`src/rtl/priv_mode_pkg.sv`:
```
package priv_mode_pkg;

   typedef enum logic [1:0] {
      PM_MASTER      = 2'd0,
      PM_MASTER_PROT = 2'd1,
      PM_SLAVE       = 2'd2
   } pmode_e;

   typedef struct packed {
      logic priv;
      logic prot;
   } fault_s;

endpackage

```
`src/rtl/pm_mode_decode.sv`:
```
module pm_mode_decode
   import priv_mode_pkg::*;
(
   input  logic   slave_bit,
   input  logic   map_bit,
   input  logic   alt_bit,
   output pmode_e mode,
   output logic   prot_apply
);

   always_comb begin
      if (slave_bit)
         mode = PM_SLAVE;
      else if (map_bit && alt_bit)
         mode = PM_MASTER_PROT;
      else
         mode = PM_MASTER;
   end

   // Protection codes matter only in mapped slave or master-protected mode.
   always_comb begin
      unique case (mode)
         PM_SLAVE:       prot_apply = map_bit;
         PM_MASTER_PROT: prot_apply = 1'b1;
         default:        prot_apply = 1'b0;
      endcase
   end

endmodule

```
`src/rtl/pm_fault_detect.sv`:
```
module pm_fault_detect
   import priv_mode_pkg::*;
(
   input  pmode_e mode,
   input  logic   prot_apply,
   input  logic   ins_valid,
   input  logic   ins_priv,
   input  logic   acc_valid,
   input  logic   acc_violate,
   input  logic   ms_wr_req,
   output fault_s fault,
   output logic   ms_wr_permit
);

   logic in_slave;
   logic priv_attempt;

   assign in_slave     = (mode == PM_SLAVE);
   assign priv_attempt = (ins_valid && ins_priv) || ms_wr_req;

   always_comb begin
      fault.priv = in_slave && priv_attempt;
      fault.prot = prot_apply && acc_valid && acc_violate;
   end

   assign ms_wr_permit = ms_wr_req && !in_slave;

endmodule

```
`src/rtl/pm_trap_reg.sv`:
```
module pm_trap_reg
   import priv_mode_pkg::*;
#(
   parameter int unsigned VEC_W    = 8,
   parameter int unsigned PRIV_VEC = 'h41,
   parameter int unsigned PROT_VEC = 'h40
) (
   input  logic             clk,
   input  logic             rst,
   input  fault_s           fault,
   output logic             trap_req,
   output logic [VEC_W-1:0] trap_vec,
   output logic             trap_cc4
);

   localparam logic [VEC_W-1:0] PRIV_V = VEC_W'(PRIV_VEC);
   localparam logic [VEC_W-1:0] PROT_V = VEC_W'(PROT_VEC);

   logic [VEC_W-1:0] vec_nxt;
   logic             cc4_nxt;

   // Fixed priority: the privileged cause beats the protection cause.
   always_comb begin
      if (fault.priv) begin
         vec_nxt = PRIV_V;
         cc4_nxt = 1'b0;
      end else if (fault.prot) begin
         vec_nxt = PROT_V;
         cc4_nxt = 1'b1;
      end else begin
         vec_nxt = '0;
         cc4_nxt = 1'b0;
      end
   end

   always_ff @(posedge clk) begin
      if (rst) begin
         trap_req <= 1'b0;
         trap_vec <= '0;
         trap_cc4 <= 1'b0;
      end else begin
         trap_req <= fault.priv || fault.prot;
         trap_vec <= vec_nxt;
         trap_cc4 <= cc4_nxt;
      end
   end

endmodule

```
`src/rtl/priv_mode_trap.sv`:
```
module priv_mode_trap
   import priv_mode_pkg::*;
#(
   parameter int unsigned VEC_W    = 8,
   parameter int unsigned PRIV_VEC = 'h41,
   parameter int unsigned PROT_VEC = 'h40
) (
   input  logic             clk,
   input  logic             rst,
   input  logic             psw_slave,
   input  logic             psw_map_en,
   input  logic             psw_mode_alt,
   input  logic             ins_valid,
   input  logic             ins_priv,
   input  logic             acc_valid,
   input  logic             acc_violate,
   input  logic             ms_wr_req,
   output logic [1:0]       cur_mode,
   output logic             trap_req,
   output logic [VEC_W-1:0] trap_vec,
   output logic             trap_cc4,
   output logic             ms_wr_permit
);

   localparam longint unsigned VEC_SPAN = longint'(1) << VEC_W;

   generate
      if (VEC_W < 1 || VEC_W > 32) begin : g_bad_width
         $error("priv_mode_trap: VEC_W must be 1..32");
      end
      if (PRIV_VEC >= VEC_SPAN || PROT_VEC >= VEC_SPAN) begin : g_bad_range
         $error("priv_mode_trap: a trap vector does not fit in VEC_W bits");
      end
      if (PRIV_VEC == PROT_VEC) begin : g_bad_alias
         $error("priv_mode_trap: the two trap vectors must differ");
      end
   endgenerate

   pmode_e mode;
   logic   prot_apply;
   fault_s fault;

   pm_mode_decode u_mode (
      .slave_bit  (psw_slave),
      .map_bit    (psw_map_en),
      .alt_bit    (psw_mode_alt),
      .mode       (mode),
      .prot_apply (prot_apply)
   );

   pm_fault_detect u_fault (
      .mode         (mode),
      .prot_apply   (prot_apply),
      .ins_valid    (ins_valid),
      .ins_priv     (ins_priv),
      .acc_valid    (acc_valid),
      .acc_violate  (acc_violate),
      .ms_wr_req    (ms_wr_req),
      .fault        (fault),
      .ms_wr_permit (ms_wr_permit)
   );

   pm_trap_reg #(
      .VEC_W    (VEC_W),
      .PRIV_VEC (PRIV_VEC),
      .PROT_VEC (PROT_VEC)
   ) u_trap (
      .clk      (clk),
      .rst      (rst),
      .fault    (fault),
      .trap_req (trap_req),
      .trap_vec (trap_vec),
      .trap_cc4 (trap_cc4)
   );

   assign cur_mode = mode;

endmodule

```
`config.mk`:
```
export PLATFORM = sky130hd
export DESIGN_NAME = priv_mode_trap
export DESIGN_NICKNAME = d
export VERILOG_FILES = /design/src/rtl/priv_mode_pkg.sv /design/src/rtl/pm_mode_decode.sv /design/src/rtl/pm_fault_detect.sv /design/src/rtl/pm_trap_reg.sv /design/src/rtl/priv_mode_trap.sv
export SDC_FILE = /design/constraint.sdc
export NUM_CORES = 1
export LEC_CHECK = 0
export CORE_AREA = 2 2 39 41
export CTS_CLUSTER_SIZE = 10
export DETAILED_ROUTE_END_ITERATION = 8
export DIE_AREA = 0 0 41 43
export PLACE_DENSITY = 0.54
export SYNTH_ARGS = -nofsm -noshare
export SYNTH_HDL_FRONTEND = slang
export SYNTH_SLANG_ARGS = --single-unit
```
`constraint.sdc`:
```
create_clock -name clk -period 0.9 [get_ports clk]
set_clock_uncertainty 0.05 [all_clocks]
set_input_delay 0.135 -clock clk [delete_from_list [all_inputs] [get_ports clk]]
set_output_delay 0.135 -clock clk [all_outputs]
set_load 0.02 [all_outputs]
```
# [Word-level counts from Yosys, hierarchy flattened]
# Cells that the tools add are included.
[totals] input_bits=10 output_inout_bits=13 wordCells=22 regBits=10
[classes] n_mux=6 n_eq_ne=2 reduce_logical=10
[ops] op="two-way mux 7 bit" n=2
[ops] op="logical AND 1 bit" n=6
[ops] op="== test 2 x 1 -> 1 bit, second input constant" n=1
[ops] op="== test 2 bit, second input constant" n=1
[ops] op="logical OR 1 bit" n=2
[ops] op="two-way mux 1 bit" n=2
[ops] op="two-way mux 2 bit" n=1
[ops] op="case mux 1 bit (2 select lines)" n=1
[ops] op="OR reduction 2 bit" n=1
[ops] op="zero test 1 bit" n=1

# [Longest topological paths before layout]
# Gate-level depths: netlist (run 1).
[depth] ltp_word=9 mapped_depth=2 depth_no_buf=2

# [Hierarchy]
# A second synthesis (run 1) with hierarchy kept.
[hier_totals] cells_unflattened=22 area_unflattened_um2=206.4
[by_module_without_submodules] module="pm_trap_reg" area_each_um2=145.1 cells_each=14 n_inst=1 seq_area_each_um2=60.1
[by_module_without_submodules] module="pm_fault_detect" area_each_um2=37.5 cells_each=5 n_inst=1 seq_area_each_um2=0.0
[by_module_without_submodules] module="pm_mode_decode" area_each_um2=23.8 cells_each=3 n_inst=1 seq_area_each_um2=0.0

# [Worst setup path before layout (run 1)]
# No wires, ideal clock.
[synth_timing] kind="register to output" from="register u_trap.trap_vec[6]" to="output port trap_vec[6]" t_arrival_ns=0.595 required_time_ns=0.715 path_buffers=1 path_stages_with_launch=2 path_slack_ns=0.120 cell_sequence="dfxtp_1 buf_4"
[synth_lines] element="from (decl)" line_no="pm_trap_reg.sv:12" text="output logic [VEC_W-1:0] trap_vec,"
[synth_lines] element="from (signal assigned)" line_no="pm_trap_reg.sv:43" text="trap_vec <= vec_nxt;"
[synth_lines] element="to (decl)" line_no="priv_mode_trap.sv:20" text="output logic [VEC_W-1:0] trap_vec,"
# No word-level cell between the ends.

# [Worst setup path in the final report (run 1)]
[layout_timing] from="input port psw_mode_alt" to="output port cur_mode[0]"
[layout_via] elab_chain_cells=3
[layout_rtl] element="from (decl)" line_no="priv_mode_trap.sv:12" text="input logic psw_mode_alt,"
[layout_rtl] element="logical AND 1 bit" line_no="pm_mode_decode.sv:14" text="else if (map_bit && alt_bit)"
[layout_rtl] element="two-way mux 1 bit" line_no="pm_mode_decode.sv:14"
[layout_rtl] element="two-way mux 2 bit" line_no="pm_mode_decode.sv:12" text="if (slave_bit)"
[layout_rtl] element="to (decl)" line_no="priv_mode_trap.sv:18" text="output logic [1:0] cur_mode,"
# Every way passes these cells.

==> metrics.md, run 1 <==
| Metric | Value |
|---|---|
| Worst EP required | 0.71 ns |
| Antenna fix cells | 0 |
| RSZ-0062 raised after global routing | false |
| Final min period | 0.867 ns |
| Clk slew on worst S/H paths | 0.04 ns |
| Detailed Routing Iterations Pass 1 | 2 |
| Die Y | 43 microns |
| Synthesized area per cell | 8.82 sq um |
| Clock buffer count from CTS | 3 |
| Count of final hold-check violations | 0 |
| Worst Hold Class | in2reg |
| Crit Path Max Fanout | 2 |
| Die span in x | 41 microns |
| CTS max path bufs | 2 |
| DRC Markers | 0 |
| Hold path depth | 3 |
| Post-synthesis cell area | 194 sq um |
| Status | completed |
| Rows | 14 |
| Switching Share | 28.4% |
| Pwr dens | 1400 nW/um^2 |
| Num ports | 23 |
| Flop pwr share | 27.4% |
| Min-delay src | rst |
| Placer congestion estimate | 0.593 |
| Peak VDD IR | 0.274 mV |
| Syn. warnings | 0 |
| WS Path Type | in2out |
| Largest net degree at the start of global routing | 5 |
| Max cap viols | 0 |
| Seq cells post-synth | 3 |
| CP endpoint kind | output pin |
| Placed cells | 54 |
| Total track usage | 6.82% |
| Internal power | 375 uW |
| Initial core utilization | 14.0% |
| WL per Instance | 7.41 microns |
| Psw | 149 uW |
| Number of global-route vias before repair | 198 |
| Critical path launch point type | primary input |
| Comb pwr share | 26.0% |
| Core ar. | 1380 sq um |
| Clock Sinks | 3 |
| Post-CTS Setup Bufs | 0 |
| Sequential share of the synthesized area | 31.0% |
| Port Buffers | 16 |
| Nets@finish | 53 |
| Final wirelength | 430 microns |
| Detail Route Antenna Nets | 0 |
| GR Overflow Total | 0 |
| Wire length of the first global-routing pass | 710 microns |
| Hold endpoint | u_trap.trap_vec[0]$_SDFF_PP0_ |
| Hold slack | 0.153 ns |
| Fin. max-slew vios | 0 |
| Layout area overhead | 92.9% |
| Die Area | 1760 sq um |
| Layout cells sized above 1 | 35.7% |
| CP Launch Point | psw_mode_alt |
| Total number of vias | 201 |
| CP Data Arrival Time | 0.68 ns |
| Initial antenna violation count | 0 |
| H-tree depth | 1 |
| Number of DRC markers in iteration 0 | 1 |
| Crit share post-route | 96.4% |
| Via density | 3.47 |
| Unique masters post-synth | 12 |
| Clock power share | 46.6% |
| Post-Route Utilization | 27.0% |
| Layout Cells excl Fill | 58 |
| Max Fclk | 1.15 GHz |
| Root Driver | clkbuf_4 |
| CTS tree | built |
| P_leak | 0.193 nW |
| Post-Syn Instances | 22 |
| Final setup viols | 0 |
## sequential cells by signal, indices dropped and copies added (netlist names)
signal           count
u_trap.trap_vec      2
u_trap.trap_cc4      1
## stage by stage
stage	instance area (sq um)	power (mW)	worst slack [ns]	TNS, ns
after CTS	365	0.538	0.00770	0
after global placement	355	0.289	-0.700	-3.38
after global routing	374	0.554	0.00589	0
after detailed placement	355	0.289	-0.699	-3.37
final	374	0.524	0.0328	0
after floorplan	213	0.231	0.120	0
## synthesized netlist by cell type
cell      n  share of area [%]
buf_4     8                 31
dfxtp_1   3                 31
nor2_1    2                3.9
a211oi_2  1                6.5
a21o_1    1                3.9
a21oi_1   1                2.6
and2b_1   1                3.9
and3b_1   1                4.5
conb_1    1                1.9
nand2b_1  1                3.2
nand4b_1  1                4.5
o22ai_1   1                3.2
## worst max-delay path: stages
cell and delay (ns):
dlygate4sd2_1 0.24, and3b_1 0.18, buf_6 0.13
## layout make-up
| cell class | count | area, sq um |
|---|---|---|
| repair buffers | 19 | 174 |
| fillers | 162 | 1010 |
| well taps | 16 | 20.0 |
| flip-flops and latches | 3 | 61.3 |
| multi-input cells | 16 | 92.6 |
| clock buffers | 4 | 26.3 |
## layer usage
| layer | wire length [microns] | up-vias | GRT usage, % |
|---|---|---|---|
| li1 | - | 99 | - |
| met1 | 147 | 84 | 6.41 |
| met2 | 193 | 16 | 8.44 |
| met3 | 68 | 2 | 1.57 |
| met4 | 21 | 0 | 12.0 |
| met5 | 0 | - | 0 |
## cells by family (layout without fill, tap and decap cells)
kind of cell / Yosys count / in the layout / share of synthesized area, %
flip-flops: 3 / 3 / 31.0
other: 1 / 6 / 1.93
AO/OA/AOI/OAI: 4 / 4 / 16.1
buffers and inverters: 8 / 23 / 31.0
AND/OR/NAND/NOR: 6 / 6 / 20.0
## placed cells by master, fill, tap and decap left out, types with 2 or more instances in the layout
cell and instances:
nor2_1 2, dlygate4sd2_1 3, conb_1 6, clkdlybuf4s50_1 4, dfxtp_1 2, buf_6 4
clkbuf_4 3, buf_4 4
## power groups by stage
stage | clock network [mW] | logic [mW] | registers [mW]
after floorplan | 0 | 0.0792 | 0.152
after global placement | 0 | 0.146 | 0.144
after detailed placement | 0 | 0.146 | 0.144
after CTS | 0.261 | 0.135 | 0.142
after global routing | 0.262 | 0.148 | 0.144
final | 0.244 | 0.136 | 0.143
## how the worst max path moves through the flow
stage                        endpoint  cells after the start
after floorplan           trap_vec[6]                      1
after global placement    cur_mode[0]                      3
after detailed placement  cur_mode[0]                      3
after CTS                 trap_vec[6]                      1
after global routing      trap_vec[6]                      1
final                     cur_mode[0]                      3
## repair_timing
item	in CTS	in global routing
setup endpoints to repair	9	6
pin swaps	1	1
endpoints found under the hold margin	0	0
hold buffers	0	0
gates resized for setup	37	6
Power figures use the tool's default switching activity.
==> run 2: changes to the inputs <==
==> constraint.sdc (replaced) <==
create_clock -name clk -period 1.1 [get_ports clk]
set_clock_uncertainty 0.05 [all_clocks]
set_input_delay 0.165 -clock clk [delete_from_list [all_inputs] [get_ports clk]]
set_output_delay 0.165 -clock clk [all_outputs]
set_load 0.02 [all_outputs]
==> metrics.md, run 2 (synthesized netlist as in run 1, its figures left out) <==
| Metric | Value |
|---|---|
| Crit Path Max Fanout | 1 |
| Peak VDD IR | 0.226 mV |
| Final wirelength | 432 microns |
| Initial antenna violation count | 0 |
| Most frequent cells in the layout | conb_1 (6), clkdlybuf4s50_1 (5), dlygate4sd2_1 (4) |
| H-tree depth | 1 |
| Post-placement cell area | 355 sq um |
| Layout area overhead | 92.9% |
| CTS tree | built |
| Clk slew on worst S/H paths | 0.04 ns |
| Max Fclk | 0.938 GHz |
| Via density | 3.48 |
| Count of final hold-check violations | 0 |
| RSZ-0062 raised after global routing | false |
| Die Y | 43 microns |
| Flop pwr share | 27.3% |
| Post-CTS Setup Bufs | 0 |
| Final min period | 1.07 ns |
| Initial core utilization | 14.0% |
| Comb pwr share | 25.5% |
| CP Data Arrival Time | 0.85 ns |
| Clock power share | 47.2% |
| Crit-path cells | dlygate4sd2_1 |
| Largest net degree at the start of global routing | 5 |
| Clock buffer count from CTS | 3 |
| Psw | 121 uW |
| Fin. max-slew vios | 0 |
| WL per Instance | 7.45 microns |
| Buf/Inv on CP | 1 |
| Top reg by flops | u_trap.trap_vec |
| Worst EP required | 0.88 ns |
| Pwr dens | 1130 nW/um^2 |
| Cell family with most CP delay | buffers and inverters |
| Critical path launch point type | flip-flop |
| Slowest stage delay, CP | 0.32 ns |
| Largest register FFs | 2 |
| Nets@finish | 53 |
| Port Buffers | 16 |
| Post-Route Utilization | 27.0% |
| DRC Markers | 0 |
| Number of global-route vias before repair | 198 |
| Max cap viols | 0 |
| Wire length of the first global-routing pass | 696 microns |
| Final setup viols | 0 |
| Layout cells sized above 1 | 26.2% |
| Crit share post-route | 97.0% |
| Clock Sinks | 3 |
| P_leak | 0.199 nW |
| Core ar. | 1380 sq um |
| Die Area | 1760 sq um |
| Final standard cell area without fillers | 374 sq um |
| Switching Share | 28.5% |
| Antenna fix cells | 0 |
| Biggest regs | u_trap.trap_vec: 2 flops, u_trap.trap_cc4: 1 flops |
| Worst Hold Class | in2reg |
| Post-CTS Hold Fix Bufs | 0 |
| Detail Route Antenna Nets | 0 |
| Commonest non-fill, non-tap cell in the layout | conb_1 |
| Num ports | 23 |
| Internal power | 303 uW |
| WS Path Type | reg2out |
| CP endpoint kind | output pin |
| Die span in x | 41 microns |
| Detailed Routing Iterations Pass 1 | 1 |
| Total number of vias | 202 |
| CTS max path bufs | 2 |
| Number of DRC markers in iteration 0 | 0 |
| Root Driver | clkbuf_4 |
| Status | completed |
| Total track usage | 6.72% |
| GR Overflow Total | 0 |
| Rows | 14 |
| Placer congestion estimate | 0.593 |
| CP max stage cell | dlygate4sd2_1 |
## run 2: cell type report
class | count | area [sq um]
Multi-Input combinational cell | 16 | 92.6
Timing Repair Buffer | 19 | 175
Tap cell | 16 | 20.0
Clock buffer | 4 | 26.3
Fill cell | 160 | 1010
Sequential cell | 3 | 60.1
## run 2: worst paths after layout
kind	end	slack [ns]	startpoint	cells after the start
max	trap_vec[0]	0.03	u_trap.trap_vec[0]$_SDFF_PP0_	1
min	u_trap.trap_cc4$_SDFF_PP0_	0.23	psw_map_en	3
## run 2: timing repair
item,in CTS,in global routing
resized for setup,19,7
endpoints found under the setup margin,7,4
pin swaps,0,1
## run 2: through the flow
step	hold slack (ns)	TNS (ns)	total power [mW]	cells	setup slack [ns]
floorplan	0.204	0	0.189	27	0.290
global placement	0.751	-1.79	0.237	54	-0.560
detailed placement	0.757	-1.78	0.237	54	-0.559
CTS	0.348	-0.0455	0.441	58	-0.0455
global route	0.258	0	0.448	58	0.0103
finish	0.230	0	0.424	58	0.0334
## run 2: power by group through the flow
stage          Sequential [mW]  Combinational [mW]  Clock (mW)
2_1_floorplan            0.124              0.0648           0
3_3_place_gp             0.118               0.119           0
3_5_place_dp             0.118               0.119           0
4_1_cts                  0.116               0.112       0.214
5_1_grt                  0.116               0.118       0.214
6_report                 0.116               0.108       0.200
## run 2: layer usage
metal / up-vias / global-route usage, % / share of wire (%)
met3: 2 / 2.09 / 16
met4: 0 / 12.0 / 4.9
met1: 85 / 6.09 / 34
met5: - / 0 / 0
met2: 16 / 8.13 / 45
li1: 99 / - / -
==> run 3: changes to the inputs <==
--- a/config.mk
+++ b/config.mk
@@ -5,6 +5,7 @@
 export SDC_FILE = /design/constraint.sdc
 export NUM_CORES = 1
 export LEC_CHECK = 0
+export ABC_CLOCK_PERIOD_IN_PS = 1100
 export CORE_AREA = 2 2 39 41
 export CTS_CLUSTER_SIZE = 10
 export DETAILED_ROUTE_END_ITERATION = 8
==> results of run 3 <==
The final DEF is identical to that of run 2; final timing and power are the same.
